===== config.mk =====
export PLATFORM = sky130hd
export DESIGN_NAME = pkt_route_switch
export DESIGN_NICKNAME = d
export VERILOG_FILES = /design/src/rtl/pfs_pkg.sv /design/src/rtl/pfs_cfg_regs.sv /design/src/rtl/pfs_route.sv /design/src/rtl/pfs_byte_ring.sv /design/src/rtl/pkt_route_switch.sv
export SDC_FILE = /design/constraint.sdc
export NUM_CORES = 1
export LEC_CHECK = 0
export CORE_ASPECT_RATIO = 1.5
export CORE_MARGIN = 4
export CORE_UTILIZATION = 30
export DETAILED_ROUTE_END_ITERATION = 12
export MAX_ROUTING_LAYER = met4
export PLACE_DENSITY = 0.43
export SETUP_SLACK_MARGIN = 0.3
export SYNTH_ARGS = -nofsm -noshare
export SYNTH_HDL_FRONTEND = slang
export SYNTH_SLANG_ARGS = --single-unit

===== constraint.sdc =====
create_clock -name clk -period 4.9 [get_ports clk]
set_clock_uncertainty 0.05 [all_clocks]
set_input_delay 0.49 -clock clk [delete_from_list [all_inputs] [get_ports clk]]
set_output_delay 0.49 -clock clk [all_outputs]
set_load 0.01 [all_outputs]

===== src/rtl/pfs_pkg.sv =====
`timescale 1ns/1ps
package pfs_pkg;
   localparam int BYTE_W = 8;

   // mode codes held in the mode register
   localparam int MODE_OFF  = 0;
   localparam int MODE_ADDR = 1;
   localparam int MODE_LEN  = 2;
   localparam int MODE_BOTH = 4;

   // register indices on the write port
   localparam int REG_MODE  = 0;
   localparam int REG_FADDR = 2;
   localparam int REG_FMASK = 3;
   localparam int REG_LO    = 4;
   localparam int REG_HI    = 5;

   typedef struct packed {
      logic [BYTE_W-1:0] mode;
      logic [BYTE_W-1:0] faddr;
      logic [BYTE_W-1:0] fmask;
      logic [BYTE_W-1:0] len_lo;
      logic [BYTE_W-1:0] len_hi;
   } cfg_t;
endpackage


===== src/rtl/pfs_cfg_regs.sv =====
`timescale 1ns/1ps
module pfs_cfg_regs
   import pfs_pkg::*;
#(
   parameter int ADDR_W = 3
) (
   input  logic              clk,
   input  logic              rst_n,
   input  logic              we,
   input  logic [ADDR_W-1:0] waddr,
   input  logic [BYTE_W-1:0] wdata,
   output cfg_t              cfg
);
   generate
      if (ADDR_W < 3) begin : g_bad_addr_w
         $error("pfs_cfg_regs: ADDR_W must reach index 5");
      end
   endgenerate

   always_ff @(posedge clk or negedge rst_n) begin
      if (!rst_n) begin
         cfg <= '0;
      end else if (we) begin
         case (int'(waddr))
            REG_MODE:  cfg.mode   <= wdata;
            REG_FADDR: cfg.faddr  <= wdata;
            REG_FMASK: cfg.fmask  <= wdata;
            REG_LO:    cfg.len_lo <= wdata;
            REG_HI:    cfg.len_hi <= wdata;
            default:   ;
         endcase
      end
   end

   // a mode write is visible on the following cycle
   a_r8_mode_write: assert property (@(posedge clk) disable iff (!rst_n)
      (we && int'(waddr) == REG_MODE) |=> (cfg.mode == $past(wdata)));
endmodule


===== src/rtl/pfs_route.sv =====
`timescale 1ns/1ps
module pfs_route
   import pfs_pkg::*;
(
   input  cfg_t              snap,
   input  logic [BYTE_W-1:0] pkt_addr,
   input  logic [BYTE_W-1:0] pkt_len,
   output logic              to_p0,
   output logic              to_p1
);
   logic hit_addr;
   logic hit_len;

   always_comb begin
      hit_addr = ((pkt_addr & snap.fmask) == (snap.faddr & snap.fmask));
      hit_len  = (pkt_len >= snap.len_lo) && (pkt_len <= snap.len_hi);
      case (int'(snap.mode))
         MODE_ADDR: begin to_p1 = hit_addr; to_p0 = !hit_addr; end
         MODE_LEN:  begin to_p1 = hit_len;  to_p0 = !hit_len;  end
         MODE_BOTH: begin to_p1 = 1'b1;     to_p0 = 1'b1;      end
         default:   begin to_p1 = 1'b0;     to_p0 = 1'b1;      end
      endcase
   end
endmodule


===== src/rtl/pfs_byte_ring.sv =====
`timescale 1ns/1ps
module pfs_byte_ring
   import pfs_pkg::*;
#(
   parameter int DEPTH = 32
) (
   input  logic              clk,
   input  logic              rst_n,
   input  logic              wr_en,
   input  logic [BYTE_W-1:0] wr_data,
   input  logic              rd_en,
   output logic [BYTE_W-1:0] rd_data
);
   localparam int PTR_W = $clog2(DEPTH);

   generate
      if (DEPTH < 4 || (DEPTH & (DEPTH - 1)) != 0) begin : g_bad_depth
         $error("pfs_byte_ring: DEPTH must be a power of two, at least 4");
      end
   endgenerate

   logic [PTR_W-1:0]             wptr;
   logic [PTR_W-1:0]             rptr;
   logic [DEPTH-1:0][BYTE_W-1:0] cells;

   generate
      for (genvar i = 0; i < DEPTH; i++) begin : g_cell
         logic [BYTE_W-1:0] q;
         always_ff @(posedge clk) begin
            if (wr_en && wptr == PTR_W'(i)) q <= wr_data;
         end
         assign cells[i] = q;
      end
   endgenerate

   always_ff @(posedge clk or negedge rst_n) begin
      if (!rst_n) begin
         wptr <= '0;
         rptr <= '0;
      end else begin
         if (wr_en) wptr <= wptr + 1'b1;
         if (rd_en) rptr <= rptr + 1'b1;
      end
   end

   assign rd_data = cells[rptr];

   // the play-out side never reads a slot that has not been filled
   a_r6_read_nonempty: assert property (@(posedge clk) disable iff (!rst_n)
      rd_en |-> (rptr != wptr));
endmodule


===== src/rtl/pkt_route_switch.sv =====
`timescale 1ns/1ps
module pkt_route_switch
   import pfs_pkg::*;
#(
   parameter int ADDR_W  = 3,
   parameter int DEPTH   = 32,
   parameter int MIN_LEN = 3,
   parameter int MAX_LEN = 31
) (
   input  logic              clk,
   input  logic              rst_n,
   input  logic              in_valid,
   input  logic [BYTE_W-1:0] in_data,
   input  logic              cfg_we,
   input  logic [ADDR_W-1:0] cfg_addr,
   input  logic [BYTE_W-1:0] cfg_wdata,
   output logic              out0_valid,
   output logic [BYTE_W-1:0] out0_data,
   output logic              out1_valid,
   output logic [BYTE_W-1:0] out1_data
);
   generate
      if (MIN_LEN < 3 || MAX_LEN < MIN_LEN || MAX_LEN >= (1 << BYTE_W)) begin : g_bad_len
         $error("pkt_route_switch: length bounds out of range");
      end
   endgenerate

   typedef enum logic [1:0] {RX_IDLE, RX_LEN, RX_BODY} rx_st_t;

   cfg_t              cfg;
   cfg_t              snap;
   rx_st_t            rx_st;
   logic [BYTE_W-1:0] addr_q;
   logic [BYTE_W-1:0] len_q;
   logic [BYTE_W-1:0] cnt;
   logic [BYTE_W-1:0] tx_left;
   logic [1:0]        route_q;
   logic              dec_p0;
   logic              dec_p1;
   logic              len_byte;
   logic              load;
   logic [BYTE_W-1:0] rd_data;
   logic [BYTE_W-1:0] o_data;
   logic              o_v0;
   logic              o_v1;

   pfs_cfg_regs #(.ADDR_W(ADDR_W)) u_regs (
      .clk   (clk),
      .rst_n (rst_n),
      .we    (cfg_we),
      .waddr (cfg_addr),
      .wdata (cfg_wdata),
      .cfg   (cfg)
   );

   pfs_route u_route (
      .snap     (snap),
      .pkt_addr (addr_q),
      .pkt_len  (in_data),
      .to_p0    (dec_p0),
      .to_p1    (dec_p1)
   );

   pfs_byte_ring #(.DEPTH(DEPTH)) u_ring (
      .clk     (clk),
      .rst_n   (rst_n),
      .wr_en   (in_valid),
      .wr_data (in_data),
      .rd_en   (load),
      .rd_data (rd_data)
   );

   assign len_byte = in_valid && (rx_st == RX_LEN);
   assign load     = len_byte || (tx_left != '0);

   // receive framing: header capture and byte count
   always_ff @(posedge clk or negedge rst_n) begin
      if (!rst_n) begin
         rx_st  <= RX_IDLE;
         snap   <= '0;
         addr_q <= '0;
         len_q  <= '0;
         cnt    <= '0;
      end else if (in_valid) begin
         case (rx_st)
            RX_IDLE: begin
               snap   <= cfg;
               addr_q <= in_data;
               rx_st  <= RX_LEN;
            end
            RX_LEN: begin
               len_q <= in_data;
               cnt   <= BYTE_W'(2);
               rx_st <= (in_data > BYTE_W'(2)) ? RX_BODY : RX_IDLE;
            end
            RX_BODY: begin
               if (cnt == len_q - 1'b1) rx_st <= RX_IDLE;
               else                     cnt   <= cnt + 1'b1;
            end
            default: rx_st <= RX_IDLE;
         endcase
      end
   end

   // play-out: starts on the length byte, runs for the packet length
   always_ff @(posedge clk or negedge rst_n) begin
      if (!rst_n) begin
         tx_left <= '0;
         route_q <= '0;
         o_data  <= '0;
         o_v0    <= 1'b0;
         o_v1    <= 1'b0;
      end else begin
         if (len_byte) begin
            route_q <= {dec_p1, dec_p0};
            tx_left <= (in_data == '0) ? '0 : in_data - 1'b1;
         end else if (tx_left != '0) begin
            tx_left <= tx_left - 1'b1;
         end
         if (load) begin
            o_data <= rd_data;
            o_v0   <= len_byte ? dec_p0 : route_q[0];
            o_v1   <= len_byte ? dec_p1 : route_q[1];
         end else begin
            o_v0 <= 1'b0;
            o_v1 <= 1'b0;
         end
      end
   end

   assign out0_valid = o_v0;
   assign out1_valid = o_v1;
   assign out0_data  = o_data;
   assign out1_data  = o_data;

   // output activity begins only on a length byte
   a_r6_start_after_len: assert property (@(posedge clk) disable iff (!rst_n)
      $rose(out0_valid || out1_valid) |-> $past(len_byte));
   // output activity ends only once the remaining count is spent
   a_r6_run_ends_drained: assert property (@(posedge clk) disable iff (!rst_n)
      $fell(out0_valid || out1_valid) |-> ($past(tx_left) == '0 && !$past(len_byte)));
   // header length byte lies within the supported range
   a_r6_len_legal: assert property (@(posedge clk) disable iff (!rst_n)
      len_byte |-> (in_data >= BYTE_W'(MIN_LEN) && in_data <= BYTE_W'(MAX_LEN)));
   // the configuration snapshot holds for the body of a packet
   a_r7_snap_hold: assert property (@(posedge clk) disable iff (!rst_n)
      (rx_st == RX_BODY) |-> $stable(snap));
   // a new packet's play-out never overlaps the previous one
   a_r9_tx_drained: assert property (@(posedge clk) disable iff (!rst_n)
      len_byte |-> (tx_left == '0));
endmodule


==> results.toml, run 1 <==
[run_status]
outcome = "finished clean"

[power_and_ir_drop]
p_clk_frac = 0.280
switching_share = 0.3139
power_frac_comb = 0.282
internal_power_mw = 7.426
p_per_area_nw_per_um2 = 571.0
power_leakage_nw = 6.652
vdd_drop_max_mv = 0.2451
seqPwrFrac = 0.438
switching_power_mw = 3.397

[grt]
globalRouteOverflowTotal = 0
grt_pass1_vias = 9229
grt_pass1_wl_um = 59280
antenna_found_initial = 0
grt_usage = 0.1390
grt_start_max_net_pins = 86

[sta]
setup_slack_ps = 2047
hold_ws_ps = 326.0
timing.final.crit_share = 0.5822
drv_slew = 0
hold_viol = 0
max_freq_mhz = 350.6
totalNegativeSetupSlack_ps = 0
worst_slew_margin_rel = 0.2499
setup_viol = 0
tightest_slew_ps = 1116
period_minus_slack_ps = 2853
rsz0062_at_grt = "no"

[clocking]
clock_latency_ps = 550
post_cts_buffers = 0
cts_made_buffers = 41
clk_pin_slew_worst_paths_ps = 60
root_buffer = "clkbuf_16"
cts.sinks = 392
htree_levels = 2
cts_tree = "yes"
cts_max_path_buffers = 3

[yosys]
synth_edf_count = 256
synth.ff_latch_count = 392
async_flop_share = 0.3469
synth_top_flop_cell = "edfxtp_1"
yosysUniqueCellTypes = 60
synth_fp_nets = 1034
ys_seq_area_frac = 0.6762
ys_warn_count = 0
synth_area_um2 = 16400
syn_inst = 983
avgSynthCellArea_um2 = 16.68

[cells_and_area]
nNetsFinal = 1087
drive_gt1_frac = 0.2500
fin_area_um2 = 18950
syn_to_final_growth_pct = 15.57
antenna_cells = 0
fillers = 5165

[setup_path]
cp_common_cell = "mux4_2"
cp_slowest_stage_delay_ps = 950
path_class = "reg -> reg"
slowest_stage = "dfrtp_4"
arrival_ps = 3230
path_cells = "buf_12 -> mux4_2 -> mux4_2 -> mux2i_1 -> o21ai_0"
cp-start-kind = "flop"
worstPathRequired_ps = 5280
path_max_fanout = 37
end_kind = "flop"

[route]
wl_per_cell_um = 21.92
postRouteAntennaNets = 0
drcViolationCount = 0
routed_wl_um = 38510
first_iter_violations = 517
route.vias.total = 8442
dr.pass1.iters = 6
viasPerCell = 4.805

[die]
die_h_um = 294.4
num_io_pins = 41
core_area_um2 = 53870
dieArea_um2 = 58550
initial_core_util = 0.3044
row_count = 104
die_x_um = 198.9

[place]
dp_hpwl_um = 25270
io_buffers = 40
pre_cts_ws_ps = 1977
place.gp.congestion = 0.7594
place_area_um2 = 17620

[job]
maxCapViolations = 0

[min_path]
hold_path.class = "in -> reg"
## final cells by class
| cell class | count | area (um^2) | share of cell area |
|---|---|---|---|
| sequential | 392 | 11100 | 0.5854 |
| multi-input combinational | 509 | 4986 | 0.2631 |
| clock buffer | 58 | 1191 | 0.06284 |
| tap | 689 | 862.1 | 0.04548 |
| timing repair buffer | 65 | 581.8 | 0.03070 |
| clock inverter | 17 | 136.4 | 0.007195 |
| inverter | 27 | 101.3 | 0.005347 |
## layer usage
layer,share of wire,up-vias,track usage
li1,-,3884,-
met3,0.027,48,0.01772
met1,0.40,4389,0.1622
met4,0.033,0,0.04656
met5,0,-,-
met2,0.54,121,0.2474
## synthesized netlist by cell type (all sizes together) (6+ instances only)
| master | n | area (um^2) |
|---|---|---|
| xnor2 | 20 | 175.2 |
| nor3 | 27 | 135.1 |
| o21ai | 36 | 180.2 |
| nand2 | 66 | 250.2 |
| mux4 | 80 | 1802 |
| ha | 28 | 350.3 |
| dfrtp | 136 | 3403 |
| inv | 27 | 101.4 |
| nor2b | 8 | 50.05 |
| and2 | 6 | 40.04 |
| xor2 | 15 | 131.4 |
| nand3 | 10 | 50.05 |
| a21oi | 15 | 75.07 |
| clkbuf | 27 | 101.4 |
| mux2 | 74 | 833.3 |
| mux2i | 8 | 80.08 |
| nand2b | 7 | 43.79 |
| nand4 | 11 | 68.82 |
| buf | 28 | 165.2 |
| edfxtp | 256 | 7687 |
| nor2 | 31 | 116.4 |
## sequential cells by signal, summed over array words and instances, names as in the netlist
signal           count
u_ring.g_cell.q    256
snap                40
u_regs.cfg          40
addr_q               8
cnt                  8
len_q                8
out0_data            8
tx_left              8
u_ring.rptr          5
u_ring.wptr          5
route_q              2
rx_st                2
out0_valid           1
out1_valid           1
## worst max-delay path, delay by kind of cell (launching register included)
family | cells | cell delay, ps
muxes | 3 | 1230
buffers and inverters | 1 | 360
AOI/OAI and AO/OA | 1 | 80
DFF | 1 | 950
## what timing repair did
item,4_1_cts,5_1_grt
endpoints found under the hold margin,35,0
resized for setup,0,0
hold buffers,1,0
## path summary, 6_finish.rpt
check,start,end,slack [ps],cells after the start
worst min register to register,u_regs.cfg[1],snap[1],420,2
worst max-delay path,u_ring.rptr[0],out0_data[1],2050,5
worst max register to register,u_ring.rptr[0],out0_data[1],2050,5
max in group asynchronous,rst_n,out0_data[6],3260,3
worst min-delay path,in_data[6],u_ring.g_cell[30].q[6],330,1
min in group asynchronous,rst_n,u_regs.cfg[16],520,2
## power groups by stage
stage               Sequential, mW  Clock, mW  Combinational (mW)
finish                        4.74       3.03                3.05
global route                  4.85       3.28                3.36
CTS                           4.78       3.15                3.14
detailed placement            4.84          0                3.13
global placement              4.83          0                3.10
floorplan                     4.45          0                2.40
## metrics by stage
step / power [mW] / std cells / utilization
2_1_floorplan: 6.844 / 983 / -
3_3_place_gp: 7.936 / 1681 / 0.3270
3_5_place_dp: 7.964 / 1681 / 0.3270
4_1_cts: 11.06 / 1757 / 0.3518
5_1_grt: 11.49 / 1757 / 0.3518
6_report: 10.82 / 1757 / 0.3518
## cell usage in the layout, fill, tap and decap left out, types with 4 or more instances in the layout
cell type | Yosys | routed
nand2b_1 | 7 | 7
clkbuf_16 | 0 | 42
clkdlybuf4s50_1 | 0 | 32
nor2b_1 | 8 | 8
mux2i_1 | 8 | 8
a21oi_1 | 15 | 15
nor3_1 | 27 | 21
buf_4 | 8 | 22
dfrtp_1 | 136 | 134
xnor2_1 | 20 | 20
or4_1 | 4 | 4
o21ai_0 | 36 | 36
clkbuf_8 | 0 | 8
nor2_1 | 31 | 30
inv_1 | 27 | 27
buf_2 | 12 | 7
a31oi_1 | 5 | 5
mux2_2 | 74 | 74
and3_1 | 5 | 5
a211oi_1 | 5 | 5
clkinv_1 | 0 | 8
xor2_1 | 15 | 15
nand3_1 | 10 | 10
clkbuf_1 | 27 | 8
nor3_2 | 0 | 6
ha_1 | 28 | 28
nand4_1 | 11 | 11
nand2_1 | 65 | 65
and2_1 | 5 | 5
o211ai_1 | 4 | 4
edfxtp_1 | 256 | 256
mux4_2 | 80 | 80
## cell families after synthesis
| family | after synthesis | share of synthesized area |
|---|---|---|
| buf+inv | 82 | 0.02243 |
| fa+ha+maj | 28 | 0.02136 |
| flops | 392 | 0.6762 |
| mux | 162 | 0.1655 |
| compound gates | 88 | 0.03486 |
| simple gates | 196 | 0.06088 |
| xor+xnor | 35 | 0.01869 |
No activity file was read; power rests on OpenSTA's default activity.
==> inputs of run 2 (changes only) <==
PLACE_DENSITY = 0.44   (was 0.43)
clock period = 2.3 ns   (was 4.9 ns; I/O delays follow)
==> run 2 against run 1 <==
  * Register-to-register slack got worse by 2000 ps
  * Sequential share of layout area fell by 3.0 points
  * Combinational power rose to 2.7 times the previous value
  * Clock power up 120%
  * Final area increased by 5.5%
  * Global-route usage up 0.26 points
  * Hold slack worse by 260 ps
  * Final cell count increased by 5.0%
  * Maximum frequency is 24% higher
  * Sequential cell count did not move
==> results.toml, run 2 (same netlist as run 1, synthesis figures left out) <==
[grt]
grt_pass1_vias = 9434
grt_start_max_net_pins = 83
grt_usage = 0.1417
antenna_found_initial = 2
grt_pass1_wl_um = 60640
globalRouteOverflowTotal = 0

[setup_path]
worstPathRequired_ps = 2680
slowest_stage = "dfrtp_4"
cp-start-kind = "flop"
path_class = "reg -> reg"
cp_slowest_stage_delay_ps = 560
path_max_fanout = 7
path_cells = "buf_12 -> buf_16 -> mux4_2 -> mux4_2 -> mux2i_1 -> o21ai_1"
end_kind = "flop"
cp_common_cell = "mux4_2"
arrival_ps = 2670

[cells_and_area]
final_common_cell = "edfxtp_1"
multiInputGateArea_um2 = 5152
largest_reg_flops = 256
reg_top3 = "u_ring.g_cell.q: 256 flops, snap: 40 flops, u_regs.cfg: 40 flops"
fillers = 5150
drive_gt1_frac = 0.3302
area.sequential_um2 = 11100
regMostFlops = "u_ring.g_cell.q"
final_cells = 1844
syn_to_final_growth_pct = 21.93
nNetsFinal = 1174
layout_common_cells = "edfxtp_1 (256), dfrtp_1 (131), buf_4 (89), mux4_2 (80), mux2_2 (74)"

[clocking]
cts_max_path_buffers = 3
cts_tree = "yes"
root_buffer = "clkbuf_16"
clock_latency_ps = 540
cts.sinks = 392
htree_levels = 2
clk_pin_slew_worst_paths_ps = 60
cts_made_buffers = 40

[sta]
drv_slew = 0
totalNegativeSetupSlack_ps = 0
rsz0062_at_grt = "yes"
timing.final.crit_share = 0.9969
setup_viol = 0
max_freq_mhz = 436.1
period_minus_slack_ps = 2293
hold_viol = 0
setup_slack_ps = 7.035
worst_slew_margin_rel = 0.6366
tightest_slew_ps = 542.2

[route]
first_iter_violations = 511
routed_wl_um = 39730
route.vias.total = 8796
wl_per_cell_um = 21.55
postRouteAntennaNets = 0
drcViolationCount = 0
viasPerCell = 4.770
dr.pass1.iters = 4

[place]
io_buffers = 40
dp_hpwl_um = 25970
place.gp.congestion = 0.7435
pre_cts_ws_ps = -280.7
place_inst = 1742

[die]
core_area_um2 = 53870
initial_core_util = 0.3044
dieArea_um2 = 58550
num_io_pins = 41
row_count = 104
die_x_um = 198.9
die_h_um = 294.4

[power_and_ir_drop]
vdd_drop_max_mv = 0.4929
power_leakage_nw = 7.207
power.total_mw = 24.47
p_per_area_nw_per_um2 = 1224

[job]
maxCapViolations = 0

[min_path]
hold_path.class = "in -> async"

[run_status]
outcome = "finished clean"
==> run 2: changes by cell type in the layout (fill, tap and decap cells not counted), sizes merged <==
| cell | change |
|---|---|
| buf | +83 |
| bufinv | +4 |
| clkbuf | -4 |
| inv | +3 |
| clkinvlp | -2 |
| and2 | +1 |
| diode | +1 |
| dlygate4sd2 | +1 |
==> run 2: critical path, delay by kind of cell, from the launching register on <==
| family | cells | cell delay (ps) |
|---|---|---|
| flops | 1 | 560 |
| mux | 3 | 1210 |
| buf+inv | 2 | 290 |
| compound gates | 1 | 70 |
==> run 2: where the power goes <==
group / internal, mW / switching [mW] / total [mW]
sequential: 8.79 / 0.904 / 9.70
clock: 3.75 / 2.76 / 6.52
combinational: 4.38 / 3.88 / 8.26
total: 16.9 / 7.55 / 24.5
==> run 2: per-stage QoR <==
| stage | util | hold WS [ps] | area, um^2 |
|---|---|---|---|
| floorplan | - | -115.6 | 16500 |
| global placement | 0.3373 | 72.09 | 18170 |
| detailed placement | 0.3373 | 71.31 | 18170 |
| CTS | 0.3664 | 38.66 | 19740 |
| global route | 0.3712 | 85.03 | 20000 |
| finish | 0.3712 | 65.15 | 20000 |
==> run 2: path summary, 6_finish.rpt <==
check                                    start               endpoint  slack (ps)  cells after the start
worst max-delay path            u_ring.rptr[0]           out0_data[2]           7                      6
max in group asynchronous                rst_n         u_ring.rptr[0]        1380                      3
min in group clk                    in_data[1]  u_ring.g_cell[6].q[1]         130                      1
worst max register to register  u_ring.rptr[0]           out0_data[2]           7                      6
worst min register to register   u_regs.cfg[6]                snap[6]         430                      2
worst min-delay path                     rst_n               len_q[7]          70                      2
==> run 2: repair_timing <==
action | 4_1_cts | 5_1_grt
cloned | 3 | 3
pin swaps | 10 | 10
hold buffers | 1 | 0
setup endpoints to repair | 27 | 28
hold endpoints to repair | 136 | 0
resized for setup | 26 | 30
buffers inserted | 12 | 9
==> run 2: per-layer routing <==
| metal | routed length, um | up-vias | GRT usage |
|---|---|---|---|
| met4 | 1125 | 0 | 0.04055 |
| met5 | 0 | - | - |
| met2 | 21510 | 123 | 0.2546 |
| met3 | 1201 | 60 | 0.01772 |
| met1 | 15900 | 4558 | 0.1663 |
| li1 | - | 4055 | - |
==> run 2: area by class of cell <==
| cell class | instances | share of cell area |
|---|---|---|
| clock inverters | 22 | 0.01176 |
| repair buffers | 152 | 0.07414 |
| flip-flops and latches | 392 | 0.5550 |
| diodes | 1 | 0.0001251 |
| inverters | 27 | 0.005068 |
| well taps | 689 | 0.04311 |
| clock buffers | 51 | 0.05312 |
| multi-input cells | 510 | 0.2576 |
